==> config.mk <==
export PLATFORM = sky130hd
export DESIGN_NAME = fsk_tone_mod
export DESIGN_NICKNAME = d
export VERILOG_FILES = /design/src/rtl/fsk_pkg.sv /design/src/rtl/fsk_sample_tick.sv /design/src/rtl/fsk_phase_acc.sv /design/src/rtl/fsk_sine_rom.sv /design/src/rtl/fsk_tone_mod.sv
export SDC_FILE = /design/constraint.sdc
export NUM_CORES = 1
export LEC_CHECK = 0
export BUFFER_PORTS_ARGS = -buffer_cell sky130_fd_sc_hd__buf_2
export CAP_MARGIN = 20
export CORE_ASPECT_RATIO = 0.5
export CORE_MARGIN = 2
export CORE_UTILIZATION = 30
export DETAILED_ROUTE_END_ITERATION = 8
export PLACE_DENSITY_LB_ADDON = 0.1
export SKIP_LAST_GASP = 1
export SLEW_MARGIN = 15
export SYNTH_ARGS = -nofsm -noshare
export SYNTH_HDL_FRONTEND = slang
export SYNTH_SLANG_ARGS = --single-unit
==> constraint.sdc <==
create_clock -name clk -period 3.05 [get_ports clk]
set_input_delay 0.915 -clock clk [delete_from_list [all_inputs] [get_ports clk]]
set_output_delay 0.915 -clock clk [all_outputs]
set_load 0.01 [all_outputs]
==> src/rtl/fsk_pkg.sv <==
package fsk_pkg;
    // Phase step per sample: round(tone * 2^acc_w / (clk / div))
    function automatic longint tone_step(longint tone_hz, longint clk_hz,
                                         longint div, int acc_w);
        return ((tone_hz << acc_w) * div + clk_hz / 2) / clk_hz;
    endfunction
endpackage

==> src/rtl/fsk_sample_tick.sv <==
module fsk_sample_tick #(
    parameter int DIV = 50
) (
    input  logic clk,
    input  logic rst_n,
    output logic tick_o
);
    localparam int CW = (DIV > 2) ? $clog2(DIV) : 1;

    typedef struct packed {
        logic [CW-1:0] cnt;
    } tick_st_t;

    tick_st_t st_d, st_q;

    assign tick_o = (st_q.cnt == CW'(DIV - 1));

    always_comb begin
        st_d = st_q;
        if (tick_o) st_d.cnt = '0;
        else        st_d.cnt = st_q.cnt + 1'b1;
    end

    always_ff @(posedge clk or negedge rst_n) begin
        if (!rst_n) st_q <= '0;
        else        st_q <= st_d;
    end
endmodule

==> src/rtl/fsk_phase_acc.sv <==
module fsk_phase_acc #(
    parameter int              ACC_W      = 24,
    parameter logic [ACC_W-1:0] STEP_MARK  = '0,
    parameter logic [ACC_W-1:0] STEP_SPACE = '0
) (
    input  logic             clk,
    input  logic             rst_n,
    input  logic             tick_i,
    input  logic             run_i,
    input  logic             mark_i,
    output logic [ACC_W-1:0] phase_o
);
    typedef struct packed {
        logic [ACC_W-1:0] acc;
    } acc_st_t;

    acc_st_t st_d, st_q;
    logic [ACC_W-1:0] step_w;

    assign step_w  = mark_i ? STEP_MARK : STEP_SPACE;
    assign phase_o = st_q.acc;

    always_comb begin
        st_d = st_q;
        if (tick_i) begin
            if (run_i) st_d.acc = st_q.acc + step_w;
            else       st_d.acc = '0;
        end
    end

    always_ff @(posedge clk or negedge rst_n) begin
        if (!rst_n) st_q <= '0;
        else        st_q <= st_d;
    end
endmodule

==> src/rtl/fsk_sine_rom.sv <==
module fsk_sine_rom #(
    parameter int ADDR_W = 8,
    parameter int OUT_W  = 10
) (
    input  logic [ADDR_W-1:0]       addr_i,
    output logic signed [OUT_W-1:0] data_o
);
    localparam int  DEPTH = 1 << ADDR_W;
    localparam real AMP   = real'((1 << (OUT_W - 1)) - 1);
    localparam real TWOPI = 6.283185307179586;

    logic signed [OUT_W-1:0] table_w [DEPTH];

    for (genvar g = 0; g < DEPTH; g++) begin : g_entry
        localparam real VR = AMP * $sin(TWOPI * real'(g) / real'(DEPTH));
        localparam int  VI = (VR >= 0.0) ? $rtoi(VR + 0.5) : -$rtoi(0.5 - VR);
        assign table_w[g] = OUT_W'(VI);
    end

    assign data_o = table_w[addr_i];
endmodule

==> src/rtl/fsk_tone_mod.sv <==
module fsk_tone_mod #(
    parameter int CLK_HZ     = 50_000_000,
    parameter int SAMPLE_DIV = 50,
    parameter int MARK_HZ    = 1200,
    parameter int SPACE_HZ   = 2200,
    parameter int ACC_W      = 24,
    parameter int ADDR_W     = 8,
    parameter int OUT_W      = 10
) (
    input  logic                    clk,
    input  logic                    rst_n,
    input  logic                    rts_n,
    input  logic                    txd,
    output logic signed [OUT_W-1:0] sample_o,
    output logic                    valid_o
);
    localparam logic [ACC_W-1:0] STEP_MARK =
        ACC_W'(fsk_pkg::tone_step(MARK_HZ, CLK_HZ, SAMPLE_DIV, ACC_W));
    localparam logic [ACC_W-1:0] STEP_SPACE =
        ACC_W'(fsk_pkg::tone_step(SPACE_HZ, CLK_HZ, SAMPLE_DIV, ACC_W));

    typedef struct packed {
        logic signed [OUT_W-1:0] sample;
        logic                    valid;
    } out_st_t;

    out_st_t st_d, st_q;
    logic                    tick_w;
    logic [ACC_W-1:0]        phase_w;
    logic signed [OUT_W-1:0] rom_w;

    fsk_sample_tick #(.DIV(SAMPLE_DIV)) tick_i (
        .clk    (clk),
        .rst_n  (rst_n),
        .tick_o (tick_w)
    );

    fsk_phase_acc #(
        .ACC_W      (ACC_W),
        .STEP_MARK  (STEP_MARK),
        .STEP_SPACE (STEP_SPACE)
    ) acc_i (
        .clk     (clk),
        .rst_n   (rst_n),
        .tick_i  (tick_w),
        .run_i   (!rts_n),
        .mark_i  (txd),
        .phase_o (phase_w)
    );

    fsk_sine_rom #(.ADDR_W(ADDR_W), .OUT_W(OUT_W)) rom_i (
        .addr_i (phase_w[ACC_W-1 -: ADDR_W]),
        .data_o (rom_w)
    );

    always_comb begin
        st_d       = st_q;
        st_d.valid = tick_w;
        if (tick_w) st_d.sample = rts_n ? '0 : rom_w;
    end

    always_ff @(posedge clk or negedge rst_n) begin
        if (!rst_n) st_q <= '0;
        else        st_q <= st_d;
    end

    assign sample_o = st_q.sample;
    assign valid_o  = st_q.valid;
endmodule

==> out/qor.txt, run 1 <==
drt wl/cell - 21.8 µm
# nets final - 663
Slowest cell on crit path - sky130_fd_sc_hd__ha_1
number of DRC violations after detailed routing - 0
number of antenna diodes - 0
min-delay src - sample_o[7]
cell with the most instances after synthesis - sky130_fd_sc_hd__nand2_1
starting density of the core - 0.305
CP Capture Type - flip-flop
dpl ws - 0.0347 ns
Clock Path Buffers - 2
number of cell rows - 32
power density over the cells - 271 nW/µm²
share of final-layout standard cells stronger than drive strength 1 - 0.130
flip-flop cell with the highest count after synthesis - sky130_fd_sc_hd__dfrtp_1
Worst Hold Class - flip-flop to flip-flop
unrepaired setup endpoints after global routing - no
Post-DRT Antenna Nets - 0
initial antenna violation count - 0
worst reg-to-reg setup slack - 0.23 ns
maximum achievable frequency - 355 MHz
startpoint of the worst register-to-register path - acc_i.phase_o[17]
leakage component of the power - 2.03 nW
final number of hold-violating endpoints - 0
DP Area - 5040 µm²
Sink Count - 41
ordered cell list for the critical path - inv_1 > ha_1 > nand2_1 > o21ai_0 > mux4_2 > a21oi_1 > a311o_1 > a32o_1
delay of the slowest critical-path stage - 0.70 ns
starting DRC count in detailed routing - 718
wire length of the first global-routing pass - 28900 µm
Hold Path Cell Cnt - 2
CTS H-tree lvls - 2
run status - finished clean
number of global-route vias before repair - 4928
count of yosys warnings during synthesis - 0
number of CTS-inserted buffers - 5
final std cell area, no fill - 5190 µm²
number of cells on the worst reg-to-reg path - 8
total routed wirelength - 18300 µm
hold buffers post-CTS - 0
dominant cells by area after synthesis - sky130_fd_sc_hd__dfrtp_1, sky130_fd_sc_hd__ha_1, sky130_fd_sc_hd__nand2_1, sky130_fd_sc_hd__a21oi_1, sky130_fd_sc_hd__o21ai_0
critical path peak fanout - 13
worst-case headroom to the max-slew limit - 0.529
vias per std cell - 6.20
number of resized instances in the post-cts repair step - 0
post-synthesis instance area - 4680 µm²
quantity of I/O buffers inserted on ports - 14
number of detailed-routing iterations run before antenna repair - 6
synthesized instance count - 625
Synth-to-Final Area Change - 10.9%
Worst Path Required - 3.23 ns
total number of vias - 5188
IR Drop Worst-Case VDD - 0.151 mV
total negative slack for setup checks - 0 ns
number of synthesized flops with an enable pin - 0
number of setup violations in the final report - 0
Placer Congestion - 0.935
worst hold path endpoint - sample_o[7]
Worst Setup Start Kind - flip-flop
Worst Setup Slack, final - 0.234 ns
placeable core region - 15300 µm²
CTS clock-pin slew for the worst setup and hold paths - 0.06 ns
crit share post-route - 0.923
largest net degree at the start of global routing - 53
clock period minus worst slack - 2.82 ns
setup clock skew after layout - 0.0104 ns
fraction of registers with async set or reset after synthesis - 1.00
global-route usage over all layers - 0.221
total gr overflow - 0
horizontal die dimension - 181 µm
Total Die Area - 16700 µm²
Yosys top cell by area - sky130_fd_sc_hd__dfrtp_1
Avg Inst Size Synth - 7.49 µm²
Skew-Pair Late Insertion Delay - 0.29 ns
reg-to-reg critical path endpoint - sample_o[1]
post-DP HPWL - 13200 µm
number of distinct library cell variants in the gate-level netlist after synthesis - 81
Setup CP Type - flip-flop to flip-flop
Clk Tree Root Cell - sky130_fd_sc_hd__clkbuf_16
post-CTS repair timing setup buffer count - 0
Post-Syn Nets - 656
sequential fraction of the synthesis area - 0.219
number of I/O pins - 15
CP arrival - 2.99 ns
Die Height - 92.3 µm
number of inserted filler cells in the final layout - 1664
flop and latch count out of synthesis - 41
CTS tree - yes
share of the synthesized area in the top cell type - 0.219
final count of pins violating max slew - 0
max-capacitance violation count - 0
most frequent cells after synthesis - sky130_fd_sc_hd__nand2_1, sky130_fd_sc_hd__a21oi_1, sky130_fd_sc_hd__o21ai_0, sky130_fd_sc_hd__nor2_1, sky130_fd_sc_hd__dfrtp_1
actual slew at the worst max-slew pin - 0.688 ns
-- sequential cells by signal, summed over array words and instances (netlist names) --
signal	flops
acc_i.phase_o	24
sample_o	10
tick_i.st_q	6
valid_o	1
-- layout make-up --
type	count	area [µm²]	area share
sequential	41	1030	0.199
tap	204	255	0.0492
clock inverter	1	7.51	0.00145
clock buffer	7	143	0.0275
timing repair buffer	51	360	0.0695
multi-input combinational	513	3310	0.639
inverter	20	77.6	0.0150
-- power breakdown --
group	leakage (nW)	total, mW	switching [mW]	internal [mW]
sequential	0.464	0.554	0.00475	0.550
combinational	1.50	0.290	0.179	0.111
clock	0.0701	0.560	0.234	0.327
total	2.03	1.40	0.417	0.987
-- worst max path at each step --
stage	start	slack, ns	end	cells after the start
after floorplan	txd	0.35	acc_i.phase_o[22]	9
after global placement	txd	0.09	acc_i.phase_o[22]	10
after detailed placement	txd	0.03	acc_i.phase_o[22]	10
after CTS	acc_i.phase_o[17]	0.27	sample_o[1]	8
after global routing	txd	0.11	acc_i.phase_o[20]	9
final	acc_i.phase_o[17]	0.23	sample_o[1]	8
-- cell families (layout without fill, tap and decap cells) --
group                      count (synthesis)  count (layout)  synth area share
buffers and inverters                     71              79            0.0722
muxes                                      9               9            0.0286
AOI/OAI and AO/OA                        237             237             0.342
adders and majority gates                 27              27            0.0738
DFF                                       41              41             0.219
xor gates and xnor gates                  11              11            0.0206
and+or+nand+nor                          229             229             0.244
-- through the flow --
step | hold WS (ns) | util | total power, mW | std cells
finish | 0.471 | 0.338 | 1.40 | 837
global route | 0.511 | 0.338 | 1.47 | 837
CTS | 0.474 | 0.338 | 1.42 | 837
detailed placement | 0.457 | 0.328 | 0.850 | 829
global placement | 0.463 | 0.328 | 0.854 | 829
floorplan | 0.453 | - | 0.745 | 625
-- worst max-delay path: cells and delay by family (launching register included) --
| kind | cells | cell delay, ns |
|---|---|---|
| AO/OA/AOI/OAI | 4 | 0.86 |
| buffers and inverters | 1 | 0.11 |
| multiplexers | 1 | 0.25 |
| flip-flops | 1 | 0.51 |
| adder cells (fa/ha/maj) | 1 | 0.70 |
| AND/OR/NAND/NOR | 1 | 0.27 |
-- cells in the final DEF (no fill, tap or decap), types with 14 or more instances in the layout --
cell	count
sky130_fd_sc_hd__nor3_1	14
sky130_fd_sc_hd__buf_2	14
sky130_fd_sc_hd__dfrtp_1	38
sky130_fd_sc_hd__ha_1	26
sky130_fd_sc_hd__nand3_1	23
sky130_fd_sc_hd__o211ai_1	21
sky130_fd_sc_hd__o21ai_0	52
sky130_fd_sc_hd__a31oi_1	15
sky130_fd_sc_hd__inv_1	18
sky130_fd_sc_hd__nor2_1	45
sky130_fd_sc_hd__a21oi_1	54
sky130_fd_sc_hd__nand2b_1	18
sky130_fd_sc_hd__nand2_1	73
sky130_fd_sc_hd__buf_4	36
-- per-layer routing --
metal  up-vias  global-route usage  wire, µm
li1       2359                   -         -
met1      2532               0.305      8330
met2       249               0.349      7990
met3        48              0.0315      1280
met4         0              0.0880       657
met5         -                   0         0
Power figures use the tool's default switching activity.
==> run 2: changes to the inputs <==
--- a/config.mk
+++ b/config.mk
@@ -6,12 +6,11 @@
 export NUM_CORES = 1
 export LEC_CHECK = 0
 export BUFFER_PORTS_ARGS = -buffer_cell sky130_fd_sc_hd__buf_2
-export CAP_MARGIN = 20
 export CORE_ASPECT_RATIO = 0.5
 export CORE_MARGIN = 2
 export CORE_UTILIZATION = 30
 export DETAILED_ROUTE_END_ITERATION = 8
-export PLACE_DENSITY_LB_ADDON = 0.1
+export PLACE_DENSITY = 0.41
 export SKIP_LAST_GASP = 1
 export SLEW_MARGIN = 15
 export SYNTH_ARGS = -nofsm -noshare
==> run 2 against run 1 <==
Against the previous run: global-route usage grew 0.64 points; critical path depth is the same; highest routed layer unchanged; sequential share of layout area is 0.41 points lower.
==> out/qor.txt, run 2 (same netlist as run 1, synthesis figures left out) <==
number of cell rows - 32 (unchanged)
initial antenna violation count - 0 (unchanged)
Worst Setup Slack, final - 0.274 ns (+0.0398 ns)
power density over the cells - 295 nW/µm² (+9.1%)
Worst Hold Class - flip-flop to flip-flop
dpl ws - 0.0118 ns (-0.0229 ns)
drt wl/cell - 22.2 µm (+1.6%)
number of detailed-routing iterations run before antenna repair - 7 (+1)
Sink Count - 41 (unchanged)
quantity of I/O buffers inserted on ports - 14 (unchanged)
Setup CP Type - flip-flop to flip-flop
delay of the slowest critical-path stage - 0.49 ns (-0.21 ns)
number of cells on the worst reg-to-reg path - 8 (unchanged)
run status - finished clean
total power after layout - 1.56 mW (+11%)
CTS H-tree lvls - 2 (unchanged)
global-route usage over all layers - 0.227 (+0.00642)
total number of vias - 5149 (-0.75%)
total negative slack for setup checks - 0 ns (unchanged)
setup clock skew after layout - 0.00944 ns (-0.000984 ns)
starting density of the core - 0.305 (unchanged)
Setup crit end - sample_o[3]
CP arrival - 2.95 ns (-0.04 ns)
startpoint of the worst register-to-register path - acc_i.phase_o[17]
wire length of the first global-routing pass - 29300 µm (+1.4%)
total routed wirelength - 18700 µm (+2.4%)
Skew-Pair Late Insertion Delay - 0.29 ns (about the same)
ordered cell list for the critical path - inv_1 > ha_1 > nand2b_2 > a21o_1 > a32oi_1 > nor2_1 > o31a_1 > a221o_1
Worst Setup Start Kind - flip-flop
share of final-layout standard cells stronger than drive strength 1 - 0.141 (+0.0111)
most common cell after layout, fill and taps aside - sky130_fd_sc_hd__nand2_1
critical path peak fanout - 10 (-3)
starting DRC count in detailed routing - 639 (-11%)
reg-to-reg critical path endpoint - sample_o[3]
number of setup violations in the final report - 0 (unchanged)
vias per std cell - 6.10 (-1.6%)
max FFs per register - 24 (unchanged)
maximum achievable frequency - 360 MHz (+1.4%)
final number of hold-violating endpoints - 0 (unchanged)
Synth-to-Final Area Change - 13.2%
post-DP HPWL - 13400 µm (+1.6%)
number of I/O pins - 15 (unchanged)
clock period minus worst slack - 2.78 ns (-0.0398 ns)
hold buffers post-CTS - 0 (unchanged)
CTS tree - yes
actual slew at the worst max-slew pin - 0.724 ns (+0.0354 ns)
CP Capture Type - flip-flop
Slowest cell on crit path - sky130_fd_sc_hd__ha_1
unrepaired setup endpoints after global routing - no
number of CTS-inserted buffers - 5 (unchanged)
leakage component of the power - 2.10 nW (+3.4%)
most frequent cells in the layout - sky130_fd_sc_hd__nand2_1, sky130_fd_sc_hd__a21oi_1, sky130_fd_sc_hd__o21ai_0
total gr overflow - 0 (unchanged)
number of resized instances in the post-cts repair step - 0 (unchanged)
final count of pins violating max slew - 0 (unchanged)
Layout Cells excl Fill - 844 (+0.84%)
first element of the critical path - acc_i.phase_o[17]
number of antenna diodes - 0 (unchanged)
post-CTS repair timing setup buffer count - 0 (unchanged)
Placer Congestion - 0.927 (-0.87%)
min-delay src - sample_o[8]
Post-DRT Antenna Nets - 0 (unchanged)
IR Drop Worst-Case VDD - 0.161 mV (+6.2%)
CTS clock-pin slew for the worst setup and hold paths - 0.07 ns (about the same)
largest net degree at the start of global routing - 80 (+51%)
worst reg-to-reg setup slack - 0.27 ns (+0.04 ns)
Clk Tree Root Cell - sky130_fd_sc_hd__clkbuf_16
Clock Path Buffers - 2 (unchanged)
number of DRC violations after detailed routing - 0 (unchanged)
final worst hold slack - 0.474 ns (+0.00360 ns)
# nets final - 670 (+1.1%)
Die Height - 92.3 µm (unchanged)
horizontal die dimension - 181 µm (unchanged)
worst-case headroom to the max-slew limit - 0.517 (-0.0122)
number of cells in the design after placement - 836 (+0.84%)
max-capacitance violation count - 0 (unchanged)
placeable core region - 15300 µm² (unchanged)
Total Die Area - 16700 µm² (unchanged)
number of global-route vias before repair - 4846 (-1.7%)
Worst Path Required - 3.22 ns (about the same)
crit share post-route - 0.910 (-0.0131)
## run 2: power breakdown
part / switching (mW) / leakage (nW) / internal (mW)
Sequential: 0.00315 / 0.464 / 0.549
Combinational: 0.181 / 1.54 / 0.112
Clock: 0.247 / 0.0944 / 0.473
## run 2: per-layer routing
| metal | vias up | GRT usage | wire [µm] |
|---|---|---|---|
| li1 | 2366 | - | - |
| met1 | 2485 | 0.325 | 8820 |
| met2 | 253 | 0.348 | 8020 |
| met3 | 45 | 0.0330 | 1280 |
| met4 | 0 | 0.0813 | 585 |
| met5 | - | 0 | 0 |
## run 2: worst min-delay path by stage
stage / end / slack (ns) / cells past startpoint
2_1_floorplan: acc_i.phase_o[10] / 0.45 / 2
3_3_place_gp: sample_o[8] / 0.46 / 2
3_5_place_dp: sample_o[8] / 0.46 / 2
4_1_cts: sample_o[8] / 0.48 / 2
5_1_grt: sample_o[7] / 0.50 / 2
6_report: sample_o[8] / 0.47 / 2
## run 2: final cells by class
cell class / count / area [µm²]
Multi-Input combinational cell: 513 / 3310
Tap cell: 204 / 255
Timing Repair Buffer: 58 / 425
Fill cell: 1642 / 10000
Clock buffer: 5 / 125
Sequential cell: 41 / 1030
Clock inverter: 3 / 68.8
Inverter: 20 / 77.6
## run 2: worst max-delay path: cells and delay by family, from the launching register on
kind	cells	cell delay (ns)
buffers and inverters	1	0.24
AO/OA/AOI/OAI	4	1.11
adder cells (fa/ha/maj)	1	0.49
flip-flops	1	0.38
AND/OR/NAND/NOR	2	0.43
## run 2: per-stage QoR
| stage | area (µm²) | util |
|---|---|---|
| 3_5_place_dp | 5100 | 0.333 |
| 2_1_floorplan | 4680 | - |
| 6_report | 5300 | 0.345 |
| 3_3_place_gp | 5100 | 0.333 |
| 4_1_cts | 5300 | 0.345 |
| 5_1_grt | 5300 | 0.345 |
==> run 3: changes to the inputs <==
--- a/config.mk
+++ b/config.mk
@@ -6,9 +6,10 @@
 export NUM_CORES = 1
 export LEC_CHECK = 0
 export BUFFER_PORTS_ARGS = -buffer_cell sky130_fd_sc_hd__buf_2
-export CORE_ASPECT_RATIO = 0.5
+export CORE_ASPECT_RATIO = 0.6
 export CORE_MARGIN = 2
 export CORE_UTILIZATION = 30
+export CTS_BUF_LIST = sky130_fd_sc_hd__clkbuf_4
 export DETAILED_ROUTE_END_ITERATION = 8
 export PLACE_DENSITY = 0.41
 export SKIP_LAST_GASP = 1
==> run 3 against run 2 <==
Against the previous run: power decreased by 20%; worst setup slack improved by 0.069 ns; final cell count is 0.59% lower; count of clock-buffer cells in the layout is 1 higher; clock skew increased by 0.0071 ns; non-clock buffer count is 4 lower; clock power down 45%; first-iteration DRC count rose by 9.5%; sequential share of layout area increased by 0.53 points; wire length up 8.3%; core utilization down 0.81 points; sequential power barely moved.
==> out/qor.txt, run 3 (same netlist as run 1, synthesis figures left out) <==
run status - finished clean
maximum achievable frequency - 369 MHz (+2.5%)
Slowest cell on crit path - sky130_fd_sc_hd__ha_1
most frequent cells in the layout - sky130_fd_sc_hd__nand2_1, sky130_fd_sc_hd__a21oi_1, sky130_fd_sc_hd__o21ai_0
switching part of the total - 0.327 (+0.0513)
number of DRC violations after detailed routing - 0 (unchanged)
number of global-route vias before repair - 4834 (-0.25%)
CTS clock-pin slew for the worst setup and hold paths - 0.15 ns (+0.08 ns)
total gr overflow - 0 (unchanged)
number of cells in the design after placement - 831 (-0.60%)
number of detailed-routing iterations run before antenna repair - 6 (-1)
largest net degree at the start of global routing - 52 (-35%)
Power Internal - 0.847 mW (-25%)
critical path peak fanout - 17 (+7)
final number of hold-violating endpoints - 0 (unchanged)
Worst Setup Slack, final - 0.343 ns (+0.0690 ns)
power density over the cells - 244 nW/µm² (-17%)
total negative slack for setup checks - 0 ns (unchanged)
number of antenna diodes - 0 (unchanged)
total power after layout - 1.26 mW (-20%)
Setup CP Type - flip-flop to flip-flop
total number of vias - 5238 (+1.7%)
clock period minus worst slack - 2.71 ns (-0.0690 ns)
initial antenna violation count - 0 (unchanged)
horizontal die dimension - 165 µm (-8.5%)
Clk Tree Root Cell - sky130_fd_sc_hd__clkbuf_4
ordered cell list for the critical path - buf_4 > ha_1 > nor2b_1 > nor3_1 > nor3_1 > o31ai_1 > o31a_1 > a221o_1
starting density of the core - 0.306 (+0.00102)
wire length of the first global-routing pass - 30600 µm (+4.4%)
global-route usage over all layers - 0.246 (+0.0189)
CP arrival - 2.97 ns (+0.02 ns)
total routed wirelength - 20300 µm (+8.3%)
max FFs per register - 24 (unchanged)
number of I/O pins - 15 (unchanged)
number of CTS-inserted buffers - 5 (unchanged)
Worst Hold Class - flip-flop to flip-flop
max-capacitance violation count - 0 (unchanged)
actual slew at the worst max-slew pin - 0.729 ns (+0.00523 ns)
Sink Count - 41 (unchanged)
final count of pins violating max slew - 0 (unchanged)
number of resized instances in the post-cts repair step - 0 (unchanged)
CTS H-tree lvls - 2 (unchanged)
leakage component of the power - 2.02 nW (-3.6%)
final core area utilization - 0.337 (-0.00809)
sequential cell fraction of total power - 0.440 (+0.087)
Worst Path Required - 3.31 ns (+0.09 ns)
number of setup violations in the final report - 0 (unchanged)
most common cell after layout, fill and taps aside - sky130_fd_sc_hd__nand2_1
# nets final - 666 (-0.60%)
drt wl/cell - 24.1 µm (+9.0%)
IR Drop Worst-Case VDD - 0.218 mV (+36%)
Layout Cells excl Fill - 839 (-0.59%)
Die Height - 101 µm (+9.1%)
power share of the combinational group - 0.245 (+0.058)
Synth-to-Final Area Change - 10.2%
placeable core region - 15300 µm² (-0.33%)
crit share post-route - 0.887 (-0.0226)
Worst Setup Start Kind - flip-flop
quantity of I/O buffers inserted on ports - 14 (unchanged)
share of final-layout standard cells stronger than drive strength 1 - 0.135 (-0.00540)
unrepaired setup endpoints after global routing - no
vias per std cell - 6.24 (+2.3%)
Total Die Area - 16600 µm² (-0.16%)
CP Capture Type - flip-flop
dpl ws - 0.0604 ns (+0.0486 ns)
starting DRC count in detailed routing - 700 (+9.5%)
Skew-Pair Late Insertion Delay - 0.37 ns (+0.08 ns)
Placer Congestion - 0.983 (+6.1%)
power share of the clock group - 0.315 (-0.145)
Post-DRT Antenna Nets - 0 (unchanged)
delay of the slowest critical-path stage - 0.44 ns (-0.05 ns)
post-CTS repair timing setup buffer count - 0 (unchanged)
family with the most delay on the worst path - simple AND/OR/NAND/NOR gates
CTS tree - yes
number of cell rows - 35 (+9.4%)
critical path's most frequent cell - sky130_fd_sc_hd__nor3_1
setup clock skew after layout - 0.0165 ns (+0.00709 ns)
post-DP HPWL - 15100 µm (+13%)
worst-case headroom to the max-slew limit - 0.514 (-0.00295)
Clock Path Buffers - 2 (unchanged)
CP bufs+invs - 1 (unchanged)
hold buffers post-CTS - 0 (unchanged)
switching power - 0.411 mW (-4.6%)
-- run 3: layout make-up --
type / instances / area [µm²]
clock buffer: 6 / 45.0
fill: 1674 / 10100
sequential: 41 / 1030
tap: 203 / 254
multi-input combinational: 513 / 3310
clock inverter: 2 / 38.8
inverter: 20 / 77.6
timing repair buffer: 54 / 395
-- run 3: worst paths after layout --
path | start | endpoint | slack, ns | depth (start not counted)
setup / recovery | acc_i.phase_o[16] | sample_o[3] | 0.34 | 8
hold / removal | tick_i.st_q[0] | tick_i.st_q[0] | 0.51 | 1
setup reg to reg | acc_i.phase_o[16] | sample_o[3] | 0.34 | 8
hold reg to reg | tick_i.st_q[0] | tick_i.st_q[0] | 0.51 | 1
max in group asynchronous | rst_n | acc_i.phase_o[14] | 1.87 | 2
min in group asynchronous | rst_n | tick_i.st_q[2] | 0.55 | 1
-- run 3: routing by layer --
metal,up-vias,global-route usage,share of wire
met4,0,0.0261,0.0061
met3,14,0.0917,0.14
met1,2546,0.398,0.50
li1,2369,-,-
met5,-,0,0
met2,309,0.304,0.36
-- run 3: worst register-to-register path, cell delays in order (launching register included) --
cell and delay (ns):
sky130_fd_sc_hd__dfrtp_1 0.40, sky130_fd_sc_hd__buf_4 0.30, sky130_fd_sc_hd__ha_1 0.45, sky130_fd_sc_hd__nor2b_1 0.30
sky130_fd_sc_hd__nor3_1 0.14, sky130_fd_sc_hd__nor3_1 0.39, sky130_fd_sc_hd__o31ai_1 0.13, sky130_fd_sc_hd__o31a_1 0.16
sky130_fd_sc_hd__a221o_1 0.33
-- run 3: through the flow --
step,hold slack (ns),instance area [µm²]
floorplan,0.453,4680
global placement,0.468,5070
detailed placement,0.483,5070
CTS,0.513,5150
global route,0.533,5150
finish,0.507,5150
-- run 3: power groups by stage --
stage	logic, mW	registers [mW]	clock network [mW]
after floorplan	0.180	0.565	0
after global placement	0.301	0.564	0
after detailed placement	0.296	0.564	0
after CTS	0.297	0.554	0.407
after global routing	0.332	0.555	0.434
final	0.308	0.554	0.396
